===== config.mk =====
export PLATFORM = sky130hd
export DESIGN_NAME = cop_ctrl_status
export DESIGN_NICKNAME = d
export VERILOG_FILES = /design/src/rtl/cop_csr_pkg.sv /design/src/rtl/cop_rst_sync.sv /design/src/rtl/cop_setclr_bit.sv /design/src/rtl/cop_pc_reg.sv /design/src/rtl/cop_ctrl_status.sv
export SDC_FILE = /design/constraint.sdc
export NUM_CORES = 1
export LEC_CHECK = 0
export BUFFER_PORTS_ARGS = -buffer_cell sky130_fd_sc_hd__buf_2
export CAP_MARGIN = 5
export CORE_MARGIN = 4
export CORE_UTILIZATION = 39
export DETAILED_ROUTE_END_ITERATION = 16
export PLACE_DENSITY_LB_ADDON = 0.12
export SETUP_SLACK_MARGIN = 0.1
export SYNTH_ARGS = -nofsm -noshare
export SYNTH_HDL_FRONTEND = slang
export SYNTH_SLANG_ARGS = --single-unit

===== constraint.sdc =====
create_clock -name clk -period 0.9 [get_ports clk]
set_input_delay 0.09 -clock clk [delete_from_list [all_inputs] [get_ports clk]]
set_output_delay 0.09 -clock clk [all_outputs]
set_load 0.005 [all_outputs]

===== src/rtl/cop_csr_pkg.sv =====
package cop_csr_pkg;

  typedef enum logic [1:0] {
    SLOT_STATUS = 2'd0,
    SLOT_MASK   = 2'd1,
    SLOT_LINE   = 2'd2,
    SLOT_PC     = 2'd3
  } slot_e;

  // status write bit positions
  localparam int unsigned W_HALT_CLR = 0;
  localparam int unsigned W_HALT_SET = 1;
  localparam int unsigned W_IRQ_CLR  = 3;
  localparam int unsigned W_IRQ_SET  = 4;
  // mask write bit positions
  localparam int unsigned W_MASK_CLR = 0;
  localparam int unsigned W_MASK_SET = 1;
  // status read bit positions
  localparam int unsigned R_HALT     = 0;
  localparam int unsigned R_IRQ      = 1;
  localparam int unsigned R_BUSY     = 2;
  localparam int unsigned R_FULL     = 3;

endpackage


===== src/rtl/cop_rst_sync.sv =====
module cop_rst_sync #(
  parameter int unsigned STAGES = 2
) (
  input  logic clk,
  input  logic rst_n,
  output logic rst_sync_n
);
  logic [STAGES-1:0] chain_q;
  logic [STAGES-1:0] chain_d;

  always_comb begin
    chain_d = {chain_q[STAGES-2:0], 1'b1};
  end

  always_ff @(posedge clk or negedge rst_n) begin
    if (!rst_n) chain_q <= '0;
    else        chain_q <= chain_d;
  end

  assign rst_sync_n = chain_q[STAGES-1];
endmodule


===== src/rtl/cop_setclr_bit.sv =====
module cop_setclr_bit #(
  parameter logic RESET_VAL = 1'b0
) (
  input  logic clk,
  input  logic rst_n,
  input  logic set_i,
  input  logic clr_i,
  output logic q_o
);
  logic state_q;
  logic state_d;
  logic state_en;

  always_comb begin
    state_en = set_i ^ clr_i;
    state_d  = set_i;
  end

  always_ff @(posedge clk or negedge rst_n) begin
    if (!rst_n)        state_q <= RESET_VAL;
    else if (state_en) state_q <= state_d;
  end

  assign q_o = state_q;


  both_hold_chk: assert property (@(posedge clk) disable iff (!rst_n)
    (set_i && clr_i) |=> $stable(q_o));

  set_only_chk: assert property (@(posedge clk) disable iff (!rst_n)
    (set_i && !clr_i) |=> q_o);

  clr_only_chk: assert property (@(posedge clk) disable iff (!rst_n)
    (clr_i && !set_i) |=> !q_o);

  idle_hold_chk: assert property (@(posedge clk) disable iff (!rst_n)
    (!set_i && !clr_i) |=> $stable(q_o));
endmodule


===== src/rtl/cop_pc_reg.sv =====
module cop_pc_reg #(
  parameter int unsigned PC_W  = 12,
  parameter int unsigned ALIGN = 2
) (
  input  logic                  clk,
  input  logic                  rst_n,
  input  logic                  wr_i,
  input  logic [PC_W-1:ALIGN]   data_i,
  output logic [PC_W-1:0]       pc_o
);
  localparam int unsigned KEEP_W = PC_W - ALIGN;

  logic [KEEP_W-1:0] pc_q;
  logic [KEEP_W-1:0] pc_d;

  always_comb begin
    pc_d = data_i;
  end

  always_ff @(posedge clk or negedge rst_n) begin
    if (!rst_n)    pc_q <= '0;
    else if (wr_i) pc_q <= pc_d;
  end

  assign pc_o = {pc_q, {ALIGN{1'b0}}};


  pc_load_chk: assert property (@(posedge clk) disable iff (!rst_n)
    wr_i |=> (pc_o[PC_W-1:ALIGN] == $past(data_i)));

  pc_hold_chk: assert property (@(posedge clk) disable iff (!rst_n)
    !wr_i |=> $stable(pc_o));
endmodule


===== src/rtl/cop_ctrl_status.sv =====
module cop_ctrl_status
  import cop_csr_pkg::*;
#(
  parameter int unsigned DATA_W = 32,
  parameter int unsigned PC_W   = 12,
  parameter int unsigned ALIGN  = 2
) (
  input  logic              clk,
  input  logic              rst_n,
  input  logic              wr_en,
  input  logic [1:0]        addr,
  input  logic [DATA_W-1:0] wr_data,
  output logic [DATA_W-1:0] rd_data,
  input  logic              dma_busy,
  input  logic              dma_full,
  output logic              halt_o,
  output logic              irq_o
);
  logic rst_i_n;
  logic wr_status, wr_mask, wr_pc;
  logic halt_q, irq_q, mask_q;
  logic [PC_W-1:0] pc_val;
  logic unused_wdata;

  cop_rst_sync #(.STAGES(2)) u_rst (
    .clk        (clk),
    .rst_n      (rst_n),
    .rst_sync_n (rst_i_n)
  );

  always_comb begin
    wr_status = wr_en && (slot_e'(addr) == SLOT_STATUS);
    wr_mask   = wr_en && (slot_e'(addr) == SLOT_MASK);
    wr_pc     = wr_en && (slot_e'(addr) == SLOT_PC);
  end

  cop_setclr_bit #(.RESET_VAL(1'b1)) u_halt (
    .clk   (clk),
    .rst_n (rst_i_n),
    .set_i (wr_status && wr_data[W_HALT_SET]),
    .clr_i (wr_status && wr_data[W_HALT_CLR]),
    .q_o   (halt_q)
  );

  cop_setclr_bit #(.RESET_VAL(1'b0)) u_irq (
    .clk   (clk),
    .rst_n (rst_i_n),
    .set_i (wr_status && wr_data[W_IRQ_SET]),
    .clr_i (wr_status && wr_data[W_IRQ_CLR]),
    .q_o   (irq_q)
  );

  cop_setclr_bit #(.RESET_VAL(1'b0)) u_mask (
    .clk   (clk),
    .rst_n (rst_i_n),
    .set_i (wr_mask && wr_data[W_MASK_SET]),
    .clr_i (wr_mask && wr_data[W_MASK_CLR]),
    .q_o   (mask_q)
  );

  cop_pc_reg #(.PC_W(PC_W), .ALIGN(ALIGN)) u_pc (
    .clk    (clk),
    .rst_n  (rst_i_n),
    .wr_i   (wr_pc),
    .data_i (wr_data[PC_W-1:ALIGN]),
    .pc_o   (pc_val)
  );

  assign unused_wdata = ^{wr_data[DATA_W-1:PC_W], wr_data[ALIGN-1:0]};

  always_comb begin
    rd_data = '0;
    unique case (slot_e'(addr))
      SLOT_STATUS: begin
        rd_data[R_HALT] = halt_q;
        rd_data[R_IRQ]  = irq_q;
        rd_data[R_BUSY] = dma_busy;
        rd_data[R_FULL] = dma_full;
      end
      SLOT_MASK: rd_data[0] = mask_q;
      SLOT_LINE: rd_data[0] = irq_q & mask_q;
      SLOT_PC:   rd_data[PC_W-1:0] = pc_val;
      default:   rd_data = '0;
    endcase
  end

  assign halt_o = halt_q;
  assign irq_o  = irq_q & mask_q;


  irq_write_keeps_halt_chk: assert property (@(posedge clk) disable iff (!rst_i_n)
    (wr_status && !wr_data[W_HALT_SET] && !wr_data[W_HALT_CLR]) |=> $stable(halt_o));

  line_needs_mask_chk: assert property (@(posedge clk) disable iff (!rst_i_n)
    irq_o |-> mask_q);

  mask_write_keeps_irq_chk: assert property (@(posedge clk) disable iff (!rst_i_n)
    (wr_en && (addr != 2'd0)) |=> ($stable(halt_o) && $stable(irq_q)));

  reset_halted_chk: assert property (@(posedge clk)
    $rose(rst_i_n) |-> (halt_o && !irq_o));
endmodule


=== Word level (Yosys, flattened, before mapping) ===
Index checks and enable logic that the tools add are counted.

* Reductions and logical operators: 10
* Mux-type cells: 3
* Bitwise gates (word level): 4
* Eq/ne operators: 3

{| class="wikitable"
|+ Operators with widths
! cell !! count
|-
| 1-bit logical AND || 9
|-
| 8-bit 2-to-1 mux || 1
|-
| 3-bit one-hot mux with 2 select lines || 1
|-
| 2-bit == test, second input constant || 2
|-
| 1-bit one-hot mux with 4 select lines || 1
|-
| 1-bit XOR || 3
|-
| 2-bit by 1-bit == test with 1-bit output, second input constant || 1
|-
| 2-bit zero test || 1
|-
| 1-bit AND || 1
|}

* Flip-flop bits (word level): 15
* Input bits: 39
* Output and inout bits: 34
* Logic and storage cells: 25

=== Logic depth before layout (Yosys ltp) ===
Gate-level depths: netlist of run 1.

* Depth after elaboration: 4
* Depth in mapped cells: 4
* Depth with buffers taken out: 4

=== Hierarchy ===
Synthesis of run 1 repeated with hierarchy kept, for this count alone.

* Cell total of the unflattened synthesis: 95
* Area total of the unflattened synthesis: 1014.7 µm²

{| class="wikitable"
|+ By module, submodules not included
! module !! area each (µm²) !! times used !! sequential area each (µm²) !! cells an instance
|-
| cop_pc_reg || 430.4 || 1 || 250.2 || 24
|-
| cop_ctrl_status || 416.6 || 1 || 0.0 || 56
|-
| cop_setclr_bit (u_irq ...) || 37.5 || 2 || 25.0 || 4
|-
| cop_rst_sync || 53.8 || 1 || 50.0 || 3
|-
| cop_setclr_bit (u_halt) || 38.8 || 1 || 26.3 || 4
|}

=== Worst setup path before layout of run 1 ===
OpenSTA, ideal clock, no wires.

* Path type: in2reg
* Start point: in addr[0]
* End point: reg u_pc.pc_q[0]
* Path slack: 19 ps
* Arrival: 756 ps
* Cell stages on the path: 3
* Path buffers: 0
* Setup time: 125 ps
* Required time: 775 ps
* Path through: ha_1 nand2_4 mux2_2

* Word-level cells in the longest chain between the ends: 2

{| class="wikitable"
|+ RTL lines
! what !! RTL line !! text
|-
| start: declaration || cop_ctrl_status.sv:11 || <nowiki>input logic [1:0] addr,</nowiki>
|-
| 2-bit == test || cop_ctrl_status.sv:34 || <nowiki>wr_pc = wr_en && (slot_e'(addr) == SLOT_PC);</nowiki>
|-
| 1-bit logical AND || cop_ctrl_status.sv:34 ||
|-
| end signal: assignment || cop_pc_reg.sv:22 || <nowiki>else if (wr_i) pc_q <= pc_d;</nowiki>
|-
| end: declaration || cop_pc_reg.sv:13 || <nowiki>logic [KEEP_W-1:0] pc_q;</nowiki>
|}

No other way between the ends.
A chain may end at the register's enable or synchronous reset.

=== Worst setup path after layout of run 1 ===
* Start point: reg u_halt.state_q (netlist: u_halt.q_o)
* End point: out rd_data[0]

* Word-level cells in the longest chain between the ends: 1

{| class="wikitable"
|+ RTL lines
! what !! RTL line !! text
|-
| start: declaration || cop_setclr_bit.sv:10 || <nowiki>logic state_q;</nowiki>
|-
| start signal: assignment || cop_setclr_bit.sv:21 || <nowiki>else if (state_en) state_q <= state_d;</nowiki>
|-
| 1-bit one-hot mux with 4 select lines || cop_ctrl_status.sv:73 || <nowiki>unique case (slot_e'(addr))</nowiki>
|-
| end: declaration || cop_ctrl_status.sv:13 || <nowiki>output logic [DATA_W-1:0] rd_data,</nowiki>
|}

No other way between the ends.

==> out/summary.txt, run 1 <==
DRC: 0
IO Port Bufs: 32
Warnings from Yosys: 0
Most common cell after layout, fill and taps aside: buf_2
Antenna Nets Post-Route: 0
Max_cap viols: 0
Post-synth top area share: 37.8%
Clock Tree Buf Depth: 2
Initial antenna violation count: 0
Outcome: finished, violations left
Sw Pwr: 0.433 mW
RePlAce Congestion: 0.694
Crit path arrival time: 1.05 ns
Num CTS Buffers: 3
Detailed Route Iter0 Violations: 4
Distinct cells, synth: 21
Placed cell area: 1120 sq um
Worst min path class: primary input to flip-flop
Overflow left after global routing: 0
H-tree Lvls: 1
Initial core utilization: 41.5%
R2R depth: 4
Flops & latches, synth: 15
Later-pin clock latency in the skew report: 0.28 ns
Max Clk Rate: 880 MHz
Synth Instances: 86
Layout cell share with drive strength beyond 1: 50.0%
Post-route cell area: 1270 sq um
RSZ-0062 raised after global routing: yes
Final TNS setup: -2.24 ns
Area Overhead vs Synth: 36.9%
Die Area: 3220 sq um
Vias: 702
Clock power frac: 22.6%
Worst Setup End Kind: output port
Max FO, Critical Path: 2
Power Dens Cells: 1330 nW/um^2
Final Hold Viols: 0
N_diodes: 0
Fill cells: 231
Die Ht: 56.7 microns
Fraction of power spent switching nets: 25.7%
Power share of the combinational group: 28.5%
Worst VDD drop: 0.862 mV
Clock sinks: 15
Post-synthesis sequential area ratio: 40.7%
Wire per inst: 11.1 microns
GRT Util Overall: 11.7%
TritonCTS clock tree: yes
Final HPWL DP: 1.40 mm
Clock slew at reported path FFs: 0.09 ns
Die X-Extent: 56.7 microns
Leakage Power: 0.703 nW
Failing checks: negative setup slack
Slowest cell on the critical path: dfstp_2
Num ports: 73
First-pass GRT wire length: 2.95 mm
Syn avg cell area: 10.8 sq um
Vias in the first global route: 691
Slowest stage delay, CP: 0.54 ns
Core area: 2230 sq um
Site Rows: 17
Required time of the worst setup path: 0.81 ns
Final period utilization: 126%
Vias/cell: 4.33
Hold Path Depth: 2
Flop pwr share: 49.0%
Critical path class: flip-flop to output port
Worst setup skew after layout: 0.00272 ns
Final setup fails: 16
PnR worst setup slack: -0.237 ns
Crit path time final: 1.14 ns
Crit-path cells: nand2_1 -> o21ai_1 -> buf_2
Root buf cell: clkbuf_4
Internal cell power: 1.25 mW
Hold Slack: 0.0363 ns
Layout Nets: 179
Startpoint Class: flip-flop
Largest cells by area after synthesis: dfrtp_1 (38%), buf_4 (16%), mux2_2 (12%), ha_1 (6.8%), and2_1 (6.1%)
WL final: 1.79 mm
Reg-to-reg setup timing slack: -0.12 ns
Largest net degree at the start of global routing: 14
DR pass1 iterations: 3
Synth Cell Area: 926 sq um
Slew Limit Fails: 0
Commonest non-fill, non-tap cells in the layout: buf_2 (31), conb_1 (21), dfrtp_1 (14), buf_4 (11), mux2_4 (10)
Leading area contributor after synthesis: dfrtp_1
Fin util: 56.8%
[synthesized netlist by cell type]
library cell,instances
conb_1,2
nor3_1,3
nor2_1,2
ha_1,5
a22oi_1,2
nand2_1,1
inv_1,2
buf_4,20
clkbuf_1,1
nand2_4,1
dfstp_2,1
and2_1,9
a21oi_1,1
mux2_2,10
a31oi_1,3
dfrtp_1,14
nor2b_1,3
o21ai_0,1
and3b_1,1
nand2b_1,1
and4b_2,3
[final timing paths]
kind	from	endpoint
worst max-delay path	u_halt.q_o	rd_data[0]
worst max register to register	u_halt.q_o	u_halt.q_o
max in group asynchronous	u_rst.chain_q[1]	u_halt.q_o
min in group asynchronous	rst_n	u_rst.chain_q[1]
worst min-delay path	wr_data[7]	u_pc.pc_q[5]
worst min register to register	u_rst.chain_q[1]	u_pc.pc_q[0]
[logic make-up after synthesis]
family	after synthesis	synth area share [%]
other cells	2	0.811
fa+ha+maj	5	6.76
buf+inv	23	17.4
flops	15	40.7
compound gates	7	4.73
mux	10	12.2
simple gates	24	17.4
[power by group through the flow]
stage / clock network [mW] / logic (mW) / registers, mW
2_1_floorplan: 0 / 0.302 / 0.824
3_5_place_dp: 0 / 0.370 / 0.830
4_1_cts: 0.405 / 0.423 / 0.819
6_report: 0.380 / 0.479 / 0.824
3_3_place_gp: 0 / 0.362 / 0.832
5_1_grt: 0.447 / 0.525 / 0.834
[layer usage]
metal  routed length (microns)  vias to the layer above  part of all wire, %  global-route usage, %
met1                       714                      329                   40                   13.1
met2                       899                       30                   50                   20.0
met5                         0                        -                    0                      0
met3                       179                        0                   10                   3.22
met4                         0                        0                    0                   6.10
li1                          -                      343                    -                      -
[sequential cells by signal, indices dropped and copies added, names as in the netlist]
| name | flops |
|---|---|
| u_rst.chain_q | 2 |
| u_halt.q_o | 1 |
| u_irq.q_o | 1 |
| u_pc.pc_q | 10 |
| u_mask.q_o | 1 |
[through the flow]
step | worst slack, ns | cells | power, mW
after floorplan | 0.0948 | 105 | 1.13
after global placement | -0.0996 | 147 | 1.19
final | -0.237 | 162 | 1.68
after CTS | -0.257 | 158 | 1.65
after global routing | -0.303 | 162 | 1.81
after detailed placement | -0.139 | 147 | 1.20
[critical path, delay by kind of cell, from the launching register on]
kind / cells / cell delay, ns
AO/OA/AOI/OAI: 1 / 0.06
buffers and inverters: 1 / 0.12
AND/OR/NAND/NOR: 1 / 0.05
flip-flops: 1 / 0.54
[area by class of cell]
cell class              count  area, sq um  area share, %
repair buffers             46          282           22.2
multi-input cells          67          541           42.6
clock buffers               4         26.3           2.07
flip-flops and latches     15          377           29.7
inverters                   2         7.51          0.592
well taps                  28         35.0           2.76
[timing repair]
action                                  CTS  global route
hold buffers                              1             0
resized for setup                         2             4
pin swaps                                10             1
setup buffers                             6             4
hold endpoints to repair                  2             0
endpoints found under the setup margin   15            20
No activity file was read; power rests on OpenSTA's default activity.
==> run 2: changes to the inputs <==
--- a/config.mk
+++ b/config.mk
@@ -9,5 +9,5 @@
 export CAP_MARGIN = 5
 export CORE_MARGIN = 4
-export CORE_UTILIZATION = 39
+export CORE_UTILIZATION = 40
 export DETAILED_ROUTE_END_ITERATION = 16
 export PLACE_DENSITY_LB_ADDON = 0.12
@@ -15,3 +15,4 @@
 export SYNTH_ARGS = -nofsm -noshare
 export SYNTH_HDL_FRONTEND = slang
+export SYNTH_HIERARCHICAL = 1
 export SYNTH_SLANG_ARGS = --single-unit
==> constraint.sdc (replaced) <==
create_clock -name clk -period 1.2 [get_ports clk]
set_input_delay 0.24 -clock clk [delete_from_list [all_inputs] [get_ports clk]]
set_output_delay 0.24 -clock clk [all_outputs]
set_load 0.005 [all_outputs]
==> run 2 against run 1 <==
The flow still finishes with violations (negative setup slack). Critical endpoint is now rd_data[1]. Worst hold slack gained 0.15 ns. Clock-buffer cell count is the same. Clock skew grew 0.00090 ns. Sequential power shrank 18%. Highest routed layer is now met4. Global-route usage grew 1.8 points. Core utilization grew 2.0 points.
==> out/summary.txt, run 2 <==
PnR worst setup slack: -0.116 ns (+0.121 ns)
Leading area contributor after synthesis: dfrtp_1
Largest net degree at the start of global routing: 14 (unchanged)
Top-count cell post-synth: buf_4
Worst min path class: primary input to flip-flop
Max FO, Critical Path: 4 (+2)
DP Cell Count: 157 (+6.8%)
Warnings from Yosys: 6 (+6)
Num CTS Buffers: 3 (unchanged)
Num ports: 73 (unchanged)
Leakage Power: 0.731 nW (+4.1%)
RePlAce Congestion: 0.665 (-4.1%)
Vias: 748 (+6.6%)
N_diodes: 0 (unchanged)
Die X-Extent: 58.4 microns (+2.9%)
Initial antenna violation count: 0 (unchanged)
RSZ-0062 raised after global routing: yes
Synth Instances: 95 (+10%)
WL final: 2.09 mm (+16%)
DR pass1 iterations: 4 (+1)
Number of synthesized flops with an enable pin: 0 (unchanged)
Site Rows: 17 (unchanged)
Slowest cell on the critical path: dfrtp_2
Largest cells by area after synthesis: dfrtp_1 (35%), buf_4 (16%), mux2_4 (15%), ha_1 (6.2%), and2_2 (5.9%)
Critical path class: flip-flop to output port
Later-pin clock latency in the skew report: 0.28 ns (about the same)
Post-synthesis sequential area ratio: 37.1% (-3.6 points)
Clock Tree Buf Depth: 2 (unchanged)
Regs by FF count: u_pc/pc_q x10, u_rst/chain_q x2
IO Port Bufs: 32 (unchanged)
Wire per inst: 12.1 microns (+9.6%)
Area Overhead vs Synth: 34.3%
Worst Setup End Kind: output port
Vias in the first global route: 753 (+9.0%)
Fill cells: 222 (-3.9%)
Reg-to-reg setup timing slack: 0.20 ns (+0.32 ns)
Antenna Nets Post-Route: 0 (unchanged)
Layout cell share with drive strength beyond 1: 54.9% (+4.9 points)
Post-route cell area: 1360 sq um (+7.5%)
Vias/cell: 4.35 (+0.36%)
Root buf cell: clkbuf_4
Initial core utilization: 43.8% (+2.3 points)
Core area: 2320 sq um (+3.8%)
Synth top cells by count: buf_4 (22), dfrtp_1 (14), mux2_4 (10)
Worst setup skew after layout: 0.00363 ns (+0.000904 ns)
Synth Flop Type: dfrtp_1
Final HPWL DP: 1.53 mm (+9.6%)
Final setup fails: 6 (-10)
Slowest stage delay, CP: 0.45 ns (-0.09 ns)
Rel. slew slack: 63.4%
Top reg by flops: u_pc/pc_q
Flip-flop count of the largest register after layout: 10 (unchanged)
Max Clk Rate: 760 MHz
Ys async rst share: 100% (unchanged)
Overflow left after global routing: 0 (unchanged)
Worst VDD drop: 0.984 mV (+14%)
Crit path time final: 1.32 ns
Final Hold Viols: 0 (unchanged)
Slew Limit Fails: 0 (unchanged)
Fin util: 58.8% (+2.0 points)
Required time of the worst setup path: 0.96 ns (+0.15 ns)
Detailed Route Iter0 Violations: 1 (-3)
Syn avg cell area: 10.7 sq um (-0.79%)
Synth Cell Area: 1010 sq um (+9.6%)
Startpoint Class: flip-flop
TritonCTS clock tree: yes
Distinct cells, synth: 21 (unchanged)
Slew @ Worst Pin: 0.549 ns
DRC: 0 (unchanged)
Final Power: 1.46 mW (-13%)
Fin cells: 172 (+6.2%)
Crit-path cells: a22oi_2 -> nor2_1 -> buf_2
Post-synth top area share: 34.5% (-3.3 points)
Placed cell area: 1160 sq um (+3.0%)
GRT Util Overall: 13.5% (+1.8 points)
Clock sinks: 15 (unchanged)
Flops & latches, synth: 15 (unchanged)
Die Area: 3410 sq um (+5.9%)
Power Dens Cells: 1070 nW/um^2 (-19%)
Clock slew at reported path FFs: 0.09 ns (about the same)
Most common cell after layout, fill and taps aside: conb_1
Final period utilization: 110%
H-tree Lvls: 1 (unchanged)
Commonest non-fill, non-tap cells in the layout: conb_1 (23), buf_2 (22), buf_4 (15), dfrtp_1 (13), buf_6 (11)
Max_cap viols: 0 (unchanged)
Die Ht: 58.4 microns (+2.9%)
Crit path arrival time: 1.08 ns (+0.03 ns)
Outcome: finished, violations left
Failing checks: negative setup slack
Layout Nets: 189 (+5.6%)
First-pass GRT wire length: 3.52 mm (+19%)
==> run 2: cell count changes after synthesis, sizes merged, moves of 3 or more <==
cell   delta
and3      +6
buf       +4
nor2      +4
a31oi     -3
and4b     -3
nor2b     -3
nor3      -3
==> run 2: cell families (layout without fill, tap and decap cells) <==
| family | after synthesis | count (layout) | synth area share [%] |
|---|---|---|---|
| and+or+nand+nor | 28 | 28 | 16.2 |
| buffers and inverters | 26 | 55 | 19.2 |
| DFF | 15 | 15 | 37.1 |
| muxes | 10 | 10 | 14.8 |
| AOI/OAI and AO/OA | 8 | 8 | 5.42 |
| adders and majority gates | 5 | 5 | 6.17 |
| other | 3 | 23 | 1.11 |
==> run 2: critical path, delay by kind of cell (launching register included) <==
kind                   cells  cell delay (ns)
AOI/OAI and AO/OA          1             0.17
buffers and inverters      1             0.12
DFF                        1             0.45
and+or+nand+nor            1             0.05
==> run 2: report_power, final <==
part           switching (mW)  leakage (nW)  internal (mW)
clock                   0.157        0.0150          0.129
combinational           0.170         0.542          0.332
sequential             0.0696         0.174          0.605
total                   0.397         0.731           1.07
==> run 2: timing repair <==
action,in CTS,in global routing
endpoints found under the setup margin,14,14
pin swaps,11,2
gates resized for setup,20,6
hold buffers,1,0
setup buffers,7,3
hold endpoints to repair,2,0
gates cloned,0,0
==> run 2: routing by layer <==
layer / routed length [microns] / vias to the layer above / track usage (%)
met5: 0 / - / 0
met4: 10 / 0 / 1.99
met1: 825 / 354 / 15.5
met3: 155 / 2 / 5.26
met2: 1100 / 29 / 24.1
li1: - / 363 / -
==> run 2: area by class of cell <==
cell class                      instances  area, sq um  share of cell area (%)
Tap cell                               28         35.0                    2.57
Inverter                                2         7.51                   0.551
Multi-Input combinational cell         74          559                    41.0
Timing Repair Buffer                   49          357                    26.2
Clock buffer                            4         26.3                    1.93
Sequential cell                        15          378                    27.7
==> run 2: final timing paths <==
path,from,to,cells after the start
setup / recovery,u_irq/q_o,rd_data[1],3
hold / removal,wr_data[9],u_pc/pc_q[7],2
setup reg to reg,u_pc/pc_q[7],u_pc/pc_q[7],3
hold reg to reg,u_rst/chain_q[1],u_mask/q_o,0
max in group asynchronous,u_rst/chain_q[1],u_irq/q_o,0
min in group asynchronous,u_rst/chain_q[1],u_mask/q_o,0
==> run 2: stage by stage <==
step                      TNS [ns]  hold WS, ns  setup WS [ns]
after global placement       -1.00       0.0263         -0.111
after CTS                   -0.544        0.178         -0.138
after detailed placement     -1.23       0.0297         -0.130
after floorplan                  0      -0.0556         0.0120
after global routing        -0.786        0.165         -0.203
final                       -0.339        0.185         -0.116
